[src/rtl/dpr_pkg.sv]
package dpr_pkg;

    localparam int BYTE_W = 8;
    localparam int SEL_W  = BYTE_W / 2;
    localparam int ADDR_W = 2 * BYTE_W;
    localparam int NREG   = 1 << SEL_W;
    localparam int OP_W   = 5;

    localparam logic [SEL_W-1:0] DMA_REG   = SEL_W'(0);
    localparam logic [SEL_W-1:0] IRQ_PC    = SEL_W'(1);
    localparam logic [SEL_W-1:0] IRQ_DP    = SEL_W'(2);
    localparam logic [SEL_W-1:0] STACK_REG = SEL_W'(2);

    typedef enum logic [OP_W-1:0] {
        OP_IDLE        = 5'd0,
        OP_FETCH       = 5'd1,
        OP_INCR        = 5'd2,
        OP_DECR        = 5'd3,
        OP_LDADV_N     = 5'd4,
        OP_LDADV_X     = 5'd5,
        OP_STDEC_X     = 5'd6,
        OP_SET_PC      = 5'd7,
        OP_SET_DP      = 5'd8,
        OP_IRQ         = 5'd9,
        OP_CALL_SAVE   = 5'd10,
        OP_RESTORE_EN  = 5'd11,
        OP_RESTORE_DIS = 5'd12,
        OP_RD_LO       = 5'd13,
        OP_RD_HI       = 5'd14,
        OP_WR_LO       = 5'd15,
        OP_WR_HI       = 5'd16,
        OP_DMA_STEP    = 5'd17,
        OP_TMP_OUT     = 5'd18,
        OP_PTR_X       = 5'd19
    } dpr_op_e;

    typedef enum logic [2:0] {
        SRC_P, SRC_X, SRC_N, SRC_DMA, SRC_STACK
    } src_e;

    typedef enum logic [2:0] {
        ACT_NONE, ACT_INC, ACT_DEC, ACT_WLO, ACT_WHI
    } act_e;

    typedef struct packed {
        src_e src;
        act_e act;
    } plan_t;

    function automatic plan_t decode_op(input logic [OP_W-1:0] op);
        plan_t pl;
        pl.src = SRC_DMA;
        pl.act = ACT_NONE;
        case (op)
            OP_FETCH:       begin pl.src = SRC_P;     pl.act = ACT_INC; end
            OP_INCR:        begin pl.src = SRC_N;     pl.act = ACT_INC; end
            OP_DECR:        begin pl.src = SRC_N;     pl.act = ACT_DEC; end
            OP_LDADV_N:     begin pl.src = SRC_N;     pl.act = ACT_INC; end
            OP_LDADV_X:     begin pl.src = SRC_X;     pl.act = ACT_INC; end
            OP_STDEC_X:     begin pl.src = SRC_X;     pl.act = ACT_DEC; end
            OP_CALL_SAVE:   begin pl.src = SRC_STACK; pl.act = ACT_DEC; end
            OP_RESTORE_EN,
            OP_RESTORE_DIS: begin pl.src = SRC_X;     pl.act = ACT_INC; end
            OP_RD_LO,
            OP_RD_HI:       pl.src = SRC_N;
            OP_WR_LO:       begin pl.src = SRC_N;     pl.act = ACT_WLO; end
            OP_WR_HI:       begin pl.src = SRC_N;     pl.act = ACT_WHI; end
            OP_DMA_STEP:    begin pl.src = SRC_DMA;   pl.act = ACT_INC; end
            OP_TMP_OUT,
            OP_PTR_X:       pl.src = SRC_X;
            default:        ;
        endcase
        return pl;
    endfunction

    function automatic logic [SEL_W-1:0] pick_index(
        input src_e src, input logic [SEL_W-1:0] p,
        input logic [SEL_W-1:0] x, input logic [SEL_W-1:0] n);
        case (src)
            SRC_P:     return p;
            SRC_X:     return x;
            SRC_N:     return n;
            SRC_STACK: return STACK_REG;
            default:   return DMA_REG;
        endcase
    endfunction

    function automatic logic [ADDR_W-1:0] next_value(
        input act_e act, input logic [ADDR_W-1:0] cur,
        input logic [BYTE_W-1:0] byte_in);
        case (act)
            ACT_INC: return cur + ADDR_W'(1);
            ACT_DEC: return cur - ADDR_W'(1);
            ACT_WLO: return {cur[ADDR_W-1:BYTE_W], byte_in};
            ACT_WHI: return {byte_in, cur[BYTE_W-1:0]};
            default: return cur;
        endcase
    endfunction

endpackage

[src/rtl/dpr_bank.sv]
module dpr_bank
    import dpr_pkg::*;
(
    input  logic              clk,
    input  logic              rst,
    input  logic [SEL_W-1:0]  idx_i,
    input  act_e              act_i,
    input  logic [BYTE_W-1:0] byte_i,
    output logic [ADDR_W-1:0] val_o
);
    logic [ADDR_W-1:0] regs [NREG];
    logic [ADDR_W-1:0] upd;
    logic              we;

    assign val_o = regs[idx_i];
    assign upd   = next_value(act_i, val_o, byte_i);
    assign we    = (act_i != ACT_NONE);

    for (genvar i = 0; i < NREG; i++) begin : g_reg
        if (i == int'(DMA_REG)) begin : g_rst
            always_ff @(posedge clk) begin
                if (rst)
                    regs[i] <= '0;
                else if (we && idx_i == SEL_W'(i))
                    regs[i] <= upd;
            end
        end else begin : g_plain
            always_ff @(posedge clk) begin
                if (we && idx_i == SEL_W'(i))
                    regs[i] <= upd;
            end
        end
    end
endmodule

[src/rtl/dpr_desig.sv]
module dpr_desig
    import dpr_pkg::*;
(
    input  logic              clk,
    input  logic              rst,
    input  logic [OP_W-1:0]   op_i,
    input  logic [SEL_W-1:0]  n_i,
    input  logic [BYTE_W-1:0] din_i,
    output logic [SEL_W-1:0]  p_o,
    output logic [SEL_W-1:0]  x_o,
    output logic              ie_o,
    output logic [BYTE_W-1:0] tsave_o
);
    always_ff @(posedge clk) begin
        if (rst) begin
            p_o     <= '0;
            x_o     <= '0;
            ie_o    <= 1'b1;
            tsave_o <= '0;
        end else begin
            case (op_i)
                OP_SET_PC: p_o <= n_i;
                OP_SET_DP: x_o <= n_i;
                OP_IRQ: begin
                    tsave_o <= {x_o, p_o};
                    p_o     <= IRQ_PC;
                    x_o     <= IRQ_DP;
                    ie_o    <= 1'b0;
                end
                OP_CALL_SAVE: begin
                    tsave_o <= {x_o, p_o};
                    x_o     <= p_o;
                end
                OP_RESTORE_EN, OP_RESTORE_DIS: begin
                    x_o  <= din_i[BYTE_W-1:SEL_W];
                    p_o  <= din_i[SEL_W-1:0];
                    ie_o <= (op_i == OP_RESTORE_EN);
                end
                default: ;
            endcase
        end
    end
endmodule

[src/rtl/dpr_file.sv]
module dpr_file
    import dpr_pkg::*;
(
    input  logic              clk,
    input  logic              rst,
    input  logic [OP_W-1:0]   op_i,
    input  logic [SEL_W-1:0]  n_i,
    input  logic [BYTE_W-1:0] din_i,
    output logic [ADDR_W-1:0] addr_o,
    output logic [BYTE_W-1:0] dout_o,
    output logic [SEL_W-1:0]  p_o,
    output logic [SEL_W-1:0]  x_o,
    output logic              ie_o
);
    plan_t             pl;
    logic [SEL_W-1:0]  idx;
    logic [ADDR_W-1:0] sel_val;
    logic [BYTE_W-1:0] tsave;

    assign pl  = decode_op(op_i);
    assign idx = pick_index(pl.src, p_o, x_o, n_i);

    dpr_bank u_bank (
        .clk    (clk),
        .rst    (rst),
        .idx_i  (idx),
        .act_i  (pl.act),
        .byte_i (din_i),
        .val_o  (sel_val)
    );

    dpr_desig u_desig (
        .clk     (clk),
        .rst     (rst),
        .op_i    (op_i),
        .n_i     (n_i),
        .din_i   (din_i),
        .p_o     (p_o),
        .x_o     (x_o),
        .ie_o    (ie_o),
        .tsave_o (tsave)
    );

    assign addr_o = sel_val;

    always_comb begin
        case (op_i)
            OP_RD_LO:     dout_o = sel_val[BYTE_W-1:0];
            OP_RD_HI:     dout_o = sel_val[ADDR_W-1:BYTE_W];
            OP_CALL_SAVE: dout_o = {x_o, p_o};
            OP_TMP_OUT:   dout_o = tsave;
            default:      dout_o = '0;
        endcase
    end
endmodule

[config.mk]
export PLATFORM = sky130hd
export DESIGN_NAME = dpr_file
export DESIGN_NICKNAME = d
export VERILOG_FILES = /design/src/rtl/dpr_pkg.sv /design/src/rtl/dpr_bank.sv /design/src/rtl/dpr_desig.sv /design/src/rtl/dpr_file.sv
export SDC_FILE = /design/constraint.sdc
export NUM_CORES = 1
export LEC_CHECK = 0
export ABC_CLOCK_PERIOD_IN_PS = 7450
export BUFFER_PORTS_ARGS = -buffer_cell sky130_fd_sc_hd__buf_4
export CAP_MARGIN = 20
export CORE_MARGIN = 5
export CORE_UTILIZATION = 45
export CTS_BUF_LIST = sky130_fd_sc_hd__clkbuf_16
export CTS_CLUSTER_SIZE = 24
export DETAILED_ROUTE_END_ITERATION = 7
export PLACE_DENSITY_LB_ADDON = 0.15
export SYNTH_ARGS = -nofsm -noshare
export SYNTH_HDL_FRONTEND = slang
export SYNTH_SLANG_ARGS = --single-unit
[constraint.sdc]
create_clock -name clk -period 7.45 [get_ports clk]
set_input_delay 1.49 -clock clk [delete_from_list [all_inputs] [get_ports clk]]
set_output_delay 1.49 -clock clk [all_outputs]
set_load 0.01 [all_outputs]
Word-level counts from Yosys, hierarchy flattened
Memories as Yosys holds them, arrays and structs flattened. Index checks and enable logic that the tools add are counted.

Bitwise operators: 1. Reduce and logical (&&, ||, !) cells: 42. Add/sub/neg operators: 2. Multiplexer cells: 86. Equality and inequality tests: 41.

Operator list (count): 2-to-1 mux 16 bit (15); OR reduction 16 bit (14); one-hot mux 16 bit (4 select lines) (1); 2-to-1 mux 4 bit (14); 2-to-1 mux 1 bit (49); == test 5 x 4 -> 1 bit, second input constant (8); == test 4 bit, second input constant (8); one-hot mux 4 bit (4 select lines) (2); one-hot mux 8 bit (4 select lines) (1); one-hot mux 3 bit (4 select lines) (2); == test 5 x 3 -> 1 bit, second input constant (4); == test 5 bit, second input constant (4); adder 16 x 1 -> 16 bit, second input constant (1); == test 4 x 3 -> 1 bit, second input constant (4); logical AND 1 bit (16); subtractor 16 x 1 -> 16 bit, second input constant (1); OR reduction 7 bit (2); one-hot mux 4 bit (3 select lines) (1); == test 5 x 2 -> 1 bit, second input constant (2); == test 3 x 2 -> 1 bit, second input constant (3); == test 4 x 2 -> 1 bit, second input constant (2); == test 3 x 1 -> 1 bit, second input constant (2); == test 3 bit, second input constant (2); nonzero test 3 bit (2); 11 further kinds (12).

Output and inout port bits: 33. Input port bits: 19. Register bits: 17. Bits in writable memories: 256. Word-level logic and storage cells: 177. Memories: 1.

Memories: u_bank.regs (depth 16, width 16, read ports 1, clocked after Yosys merged registers in 0, wr ports 2, RTL line dpr_bank.sv:11) `logic [ADDR_W-1:0] regs [NREG];`.

Longest topological paths before layout
Gate-level depths: netlist (run 1).

Word-level depth: 24. Mapped depth: 24. Mapped depth without buffers: 20.

Cells and area by module
A second synthesis (run 1) with hierarchy kept.

Cell total of the unflattened synthesis: 803. Area, all modules: 12741.0 um2.

Modules (own cells, without submodules): dpr_bank (instances 1, cells each 611, seq. area each 7687.4 um2, area each 11243.3 um2); dpr_desig (instances 1, cells each 118, seq. area each 340.3 um2, area each 997.2 um2); dpr_file (instances 1, cells each 74, seq. area each 0.0 um2, area each 500.5 um2).

Least setup slack after synthesis (run 1)
Ideal clock, no wire load.

Path type: input port to flip-flop. From: in op_i[3]. To: mem u_bank.regs[10][15] (netlist name) (data pin). Stages: 21. Data arrival time: 6016 ps. Required time: 7103 ps. Path slack: 1088 ps. Buffers on the path: 4. Setup time: 347 ps. Cells stage by stage: buf_6 or4b_4 a31oi_1 a211oi_1 nand2_2 buf_6 buf_4 buf_4 nand3_1 and3_1 o31ai_1 inv_1 ha_1 nand4_1 nor2_1 a211o_1 a221o_1 a2111oi_0 o21ai_0 a2bb2oi_1 nand3_1.

RTL lines: start: declaration (RTL line dpr_file.sv:6) `input logic [OP_W-1:0] op_i,`; end: declaration (RTL line dpr_bank.sv:11).

Worst setup path after layout (run 1)
From: in op_i[3]. To: out addr_o[11].

Cells in the longest elaborated chain, start to end: 6. Elaborated cells between the ends (all ways): 24. Classes of those cells: 18 x eq/ne; 2 x mux; 3 x reduce/logical; 1 x memory.

RTL lines: == test 5 x 4 -> 1 bit (tied with other cells) (RTL line dpr_pkg.sv:54) `case (op)`; OR reduction 7 bit (no line) / OR reduction 6 bit (equally long branches); one-hot mux 3 bit (4 select lines) * (RTL line dpr_pkg.sv:54); == test 3 bit (tied with other cells) (RTL line dpr_pkg.sv:79) `case (src)`; one-hot mux 4 bit (4 select lines) * (RTL line dpr_pkg.sv:79); memory (16 x 16 bit) *; end: declaration (RTL line dpr_file.sv:9) `output logic [ADDR_W-1:0] addr_o,`.

Every way passes the cells marked *; elsewhere a longest branch is shown, timed or not.

==> flow_summary.yaml, run 1 <==
timing:
  tightest_slew_ns: 1.06
  finalSetupViolCount: 0
  finalCriticalPeriod_ns: 6.66
  skew_ns: 0.0175
  fin_tns_setup_ns: 0
  fmaxAchievable_ghz: 0.150
  rsz0062_at_grt: "no"
  final-hold-violation-count: 0
  fin_crit_sh_pct: 89.4
  max_slew_margin_pct: 29.0
  maxSlewViolCount: 0
  holdWs_ns: 0.505
placed_design:
  port_buffers: 51
  dp_hpwl_um: 26500
  dpl_cell_area_um2: 14300
  place.gp.congestion: 0.941
drt:
  drcViolationCount: 0
  drtAntennaViolNets: 0
  drt-vias-per-instance: 6.12
  wl_um: 40500
  drtIter0Drc: 1027
  wl_per_cell_um: 25.4
  num_vias: 9756
  drtPass1Iterations: 6
die:
  fp.dieH_um: 181
  placementRows: 62
  start_util_pct: 45.8
  die_x_um: 181
  io_pins: 52
  dieArea_um2: 32800
  core_um2: 28800
clock_tree:
  path_clk_slew_ns: 0.06
  cts_tree: "done"
  cts_resized: 0
  numCtsBuffers: 29
  cts_buffer_depth: 3
  cts_setup_buffers: 0
  clock-sinks: 273
  postCtsHoldBufs: 0
  root_buffer: "clkbuf_16"
  ctsHtreeMaxLevel: 1
  insertion_delay_ns: 0.56
yosys:
  synthDistinctLibCells: 90
  synth_edf_count: 256
  synth_top_cell_area_share_pct: 58.4
  syn_avg_cell_area_um2: 11.8
  async_flop_share_pct: 0
  ys_seq_elements: 273
  ys_top_cells_by_count: "edfxtp_1, nand2_1, nand3_1, nor2_1, o21ai_0"
  synth_flop_cell: "edfxtp_1"
  yosysTopAreaCell: "edfxtp_1"
  synth_nets: 1147
  ys_seq_area_share_pct: 60.9
  synthCells: 1113
  synth.most_common_cell: "edfxtp_1"
  syn_area_um2: 13200
  yosys_warnings: 0
  synth_area_leaders: "edfxtp_1, nand2_1, nand3_1, dfxtp_1, mux2i_1"
setup_path:
  r2r_slack_ns: 1.86
  crit_fanout: 29
  r2r_start: "u_desig.p_o[2]"
  r2r_cells: 19
  critical_path_arrival_ns: 5.17
  crit_start: "op_i[3]"
  worstSetupStartpointType: "input pin"
  crit_type: "in2out"
  regToRegEndpoint: "u_bank.regs[4][15]"
  worstPathRequired_ns: 5.96
  worstSetupEndpoint: "addr_o[11]"
  crit_path_end_kind: "primary output"
layout:
  antenna_cells: 0
  synthToLayoutAreaGrowth_pct: 16.5
  drive_gt1_share_pct: 17.9
  fillers: 2498
  nets: 1220
  multi_input_area_um2: 4810
  fin_area_um2: 15300
  ff_latch_area_um2: 8030
global_routing:
  grt_max_degree: 49
  antenna_found_initial: 0
  grt_pass1_vias: 9363
  grt_remaining_overflow: 0
  grt_usage_pct: 23.9
  grt_pass1_wl_um: 60300
outcome:
  status: "completed"
pwr:
  p_leak_uw: 0.00561
  power_density_nw_per_um2: 272
  vdd_drop_max_mv: 0.188
worst_hold_path:
  min_path_type: "reg2reg"
  hp-start: "u_desig.tsave_o[4]"
flow_run:
  maxCapViolations: 0
==> worst max-delay path, cell delays in order <==
cell     delay [ns]
buf_4          0.19
or3b_1         0.44
nor2_2         0.50
o31a_4         0.33
nor2_4         0.17
buf_4          0.27
nand2_1        0.10
nand3_1        0.07
and3_1         0.19
o31ai_1        0.83
inv_1          0.30
buf_4          0.24
==> power breakdown <==
group | switching [µW] | internal, µW | total, µW | leakage (µW)
combinational | 502 | 253 | 756 | 0.00260
sequential | 13.0 | 1820 | 1840 | 0.00248
clock | 601 | 985 | 1590 | 0.000524
total | 1120 | 3060 | 4180 | 0.00561
==> per-layer routing <==
layer  vias up  track usage, %  share of wire, %
met5         -               0                 0
met2       415            37.0                45
met4         0            6.09               2.3
li1       4414               -                 -
met3        68            4.06               8.4
met1      4859            35.2                44
==> cells by family (layout without fill, tap and decap cells) <==
group                    after synthesis  in the layout  share of synthesized area [%]
AND/OR/NAND/NOR                      433            433                           15.5
flip-flops                           273            273                           60.9
AO/OA/AOI/OAI                        242            242                           13.8
buffers and inverters                 95            191                           3.24
multiplexers                          47             47                           4.41
adder cells (fa/ha/maj)               15             15                           1.48
XOR/XNOR                               8              8                          0.589
==> registers in the layout, summed over array words and instances, names as in the netlist <==
signal,flops
u_bank.regs,256
u_desig.tsave_o,8
u_desig.p_o,4
u_desig.x_o,4
u_desig.ie_o,1
==> cell usage in the layout (no fill, tap or decap), types with 21 or more instances in the layout <==
master / n
clkbuf_16: 29
and3_1: 28
nand2_1: 181
a21oi_1: 21
nand3_1: 93
mux2i_1: 33
o21ai_0: 52
edfxtp_1: 256
a311oi_1: 31
buf_4: 105
nor2_1: 44
inv_1: 29
==> stage by stage <==
stage	power, µW	worst slack, ns	cells	utilization, %
2_1_floorplan	2300	1.09	1113	-
3_3_place_gp	2610	0.410	1538	49.6
3_5_place_dp	2610	0.422	1538	49.6
4_1_cts	4190	0.798	1592	53.3
5_1_grt	4330	0.544	1593	53.3
6_report	4180	0.792	1593	53.3
==> how the worst min path moves through the flow <==
stage | to | slack, ns | depth (start not counted)
after CTS | u_desig.tsave_o[3] | 0.50 | 2
after floorplan | u_desig.tsave_o[0] | 0.46 | 2
after detailed placement | u_desig.tsave_o[3] | 0.49 | 2
after global routing | u_desig.tsave_o[4] | 0.53 | 2
after global placement | u_desig.tsave_o[0] | 0.47 | 2
final | u_desig.tsave_o[4] | 0.50 | 2
==> area by class of cell <==
cell class                      count  share of cell area [%]
Timing Repair Buffer              109                    5.66
Clock buffer                       29                    4.73
Sequential cell                   273                    52.3
Inverter                           28                   0.717
Clock inverter                     25                    2.15
Multi-Input combinational cell    745                    31.3
Tap cell                          384                    3.13
No activity file was read; power rests on OpenSTA's default activity.
==> run 2: changes to the inputs <==
- SYNTH_HIERARCHICAL: default -> 1
==> run 2 against run 1 <==
Register-to-register slack got worse by 0.50 ns; die area fell by 3.1%; routed wire length fell by 16%; clock skew fell by 0.0055 ns.
==> flow_summary.yaml, run 2 <==
outcome:
  status: "completed"
layout:
  top_register: "u_bank/regs"
  nets: 914
  synthToLayoutAreaGrowth_pct: 15.9
  largestRegisters: "u_bank/regs (256), u_desig/tsave_o (8)"
  fillers: 2241
  largest_register_ffs: 256
  layout_common_cells: "edfxtp_1, buf_4, mux4_2, nor2_1, nand2_1"
  antenna_cells: 0
  mostFrequentLayoutCell: "edfxtp_1"
  drive_gt1_share_pct: 27.1
  fin_area_um2: 14800
drt:
  wl_um: 34100
  drcViolationCount: 0
  wl_per_cell_um: 26.8
  drtIter0Drc: 1007
  drtPass1Iterations: 5
  drt-vias-per-instance: 6.26
  drtAntennaViolNets: 0
  num_vias: 7983
clock_tree:
  postCtsHoldBufs: 0
  cts_resized: 0
  ctsHtreeMaxLevel: 1
  root_buffer: "clkbuf_16"
  insertion_delay_ns: 0.55
  cts_setup_buffers: 0
  numCtsBuffers: 28
  cts_buffer_depth: 3
  path_clk_slew_ns: 0.06
  cts_tree: "done"
  clock-sinks: 273
yosys:
  yosys_warnings: 6
  synth_top_cell_area_share_pct: 60.3
  synth_area_leaders: "edfxtp_1, mux4_2, dfxtp_1, mux4_1, mux2i_1"
  synth.most_common_cell: "edfxtp_1"
  syn_avg_cell_area_um2: 15.9
  ys_top_cells_by_count: "edfxtp_1, mux4_2, nor2_1, nand2_1, a22oi_1"
  ys_seq_elements: 273
  synth_edf_count: 256
  synthDistinctLibCells: 81
  synth_nets: 837
  synth_flop_cell: "edfxtp_1"
  syn_area_um2: 12700
  synthCells: 803
  async_flop_share_pct: 0
  ys_seq_area_share_pct: 63.0
  yosysTopAreaCell: "edfxtp_1"
timing:
  fin_crit_sh_pct: 92.8
  skew_ns: 0.0120
  tightest_slew_ns: 1.13
  fin_tns_setup_ns: 0
  rsz0062_at_grt: "no"
  final-hold-violation-count: 0
  finalSetupViolCount: 0
  fmaxAchievable_ghz: 0.145
  max_slew_margin_pct: 24.2
  maxSlewViolCount: 0
  finalCriticalPeriod_ns: 6.92
die:
  die_x_um: 178
  start_util_pct: 45.7
  dieArea_um2: 31800
  core_um2: 27900
  placementRows: 61
  fp.dieH_um: 178
  io_pins: 52
setup_path:
  slowest_delay_ns: 0.69
  cp_top_family: "compound AO/OA/AOI/OAI gates"
  worstSetupStartpointType: "input pin"
  regToRegEndpoint: "u_bank/regs[15][14]"
  r2r_cells: 15
  r2r_slack_ns: 1.36
  crit_type: "in2reg"
  crit_slowest_cell: "nor2_1"
  path_cells: "buf_4 > or3b_1 > nor3_1 > or3_4 > a221o_4 > mux4_1 > mux4_2 > fa_1 > a21o_1 > a21oi_1 > o21bai_1 > a211o_1 > a2111oi_2 > o31a_1 > a211oi_2 > nor2_1"
  r2r_start: "u_desig/p_o[1]"
  critical_path_arrival_ns: 7.14
  worstPathRequired_ns: 7.68
  path_buf_inv: 1
  crit_fanout: 35
  crit_path_end_kind: "register"
pwr:
  p_leak_uw: 0.00496
  power_density_nw_per_um2: 269
  clockPowerShare_pct: 37.2
  p_int_uw: 2950
  p_sw_uw: 1010
  switching_share_pct: 25.6
  vdd_drop_max_mv: 0.175
  p_seq_share_pct: 45.9
  comb_power_share_pct: 16.9
worst_hold_path:
  min_path_type: "reg2reg"
  whs_path_depth: 2
  worst_hold_path.endpoint: "u_desig/tsave_o[7]"
  hp-start: "u_desig/tsave_o[7]"
placed_design:
  place.gp.congestion: 0.895
  dp_hpwl_um: 22500
  port_buffers: 51
  dpl_cell_area_um2: 13800
flow_run:
  maxCapViolations: 0
global_routing:
  grt_usage_pct: 21.5
  antenna_found_initial: 0
  grt_pass1_wl_um: 50600
  grt_max_degree: 42
  grt_pass1_vias: 7741
  grt_remaining_overflow: 0
[run 2: changes by cell type after synthesis, sizes merged, moves of 15 or more]
cell and delta:
nand3 -78, o21ai -30, nand2 -147, a311oi -30, mux4 +67, a21o -15
clkbuf -15, and3 -28
[run 2: cells by family (layout without fill, tap and decap cells)]
group | Yosys count | count (layout) | share of synthesized area (%)
xor+xnor | 11 | 11 | 0.756
buf+inv | 58 | 153 | 2.57
simple gates | 203 | 203 | 8.55
compound gates | 143 | 143 | 8.07
fa+ha+maj | 15 | 15 | 1.53
mux | 100 | 100 | 15.5
flops | 273 | 273 | 63.0
[run 2: routing by layer]
metal | wire length, µm | vias up | share of wire [%] | GRT usage (%)
met2 | 15800 | 360 | 46 | 33.8
met5 | 0 | - | 0 | 0
li1 | - | 3433 | - | -
met3 | 2620 | 62 | 7.7 | 3.16
met1 | 14900 | 4128 | 44 | 32.1
met4 | 813 | 0 | 2.4 | 4.76
[run 2: per-stage QoR]
step                      util, %  power, µW  hold WS, ns  setup WS (ns)  cells
after floorplan                 -       2250        0.465          0.901    803
after global placement       49.4       2490        0.478          0.175   1225
after detailed placement     49.4       2510        0.491         0.0732   1225
after CTS                    52.9       3980        0.506          0.610   1273
after global routing         53.0       4110        0.545          0.238   1276
final                        53.0       3970        0.505          0.533   1276
[run 2: worst max-delay path by stage]
stage / start / endpoint / cells after the start
floorplan: op_i[1] / u_bank/regs[10][14] / 19
global placement: op_i[2] / u_bank/regs[10][14] / 16
detailed placement: op_i[2] / u_bank/regs[10][14] / 18
CTS: op_i[2] / u_bank/regs[5][14] / 18
global route: op_i[2] / u_bank/regs[6][15] / 17
finish: op_i[2] / u_bank/regs[15][14] / 16
[run 2: power groups by stage]
stage / Combinational [µW] / Sequential (µW) / Clock, µW
final: 669 / 1820 / 1480
after floorplan: 402 / 1850 / 0
after detailed placement: 655 / 1860 / 0
after CTS: 657 / 1820 / 1500
after global placement: 635 / 1850 / 0
after global routing: 719 / 1820 / 1560
[run 2: worst reg2reg max path: stages (launching register included)]
cell and delay, ns:
dfxtp_1 0.51, or3b_1 0.38, a211oi_1 0.28, a221o_2 0.21
buf_4 0.38, mux4_1 0.38, mux4_2 0.67, fa_1 0.51
a21o_1 0.21, a21oi_1 0.23, o21bai_1 0.14, a211o_1 0.32
a2111oi_2 0.55, o31a_1 0.24, a211oi_2 0.06, nor2_1 0.69
[run 2: cell type report]
cell class	count	area, µm²	share of cell area, %
clock buffer	28	701	4.75
clock inverter	20	282	1.91
inverter	15	56.3	0.381
multi-input combinational	472	4520	30.6
sequential	273	8030	54.4
tap	378	473	3.20
timing repair buffer	90	707	4.79
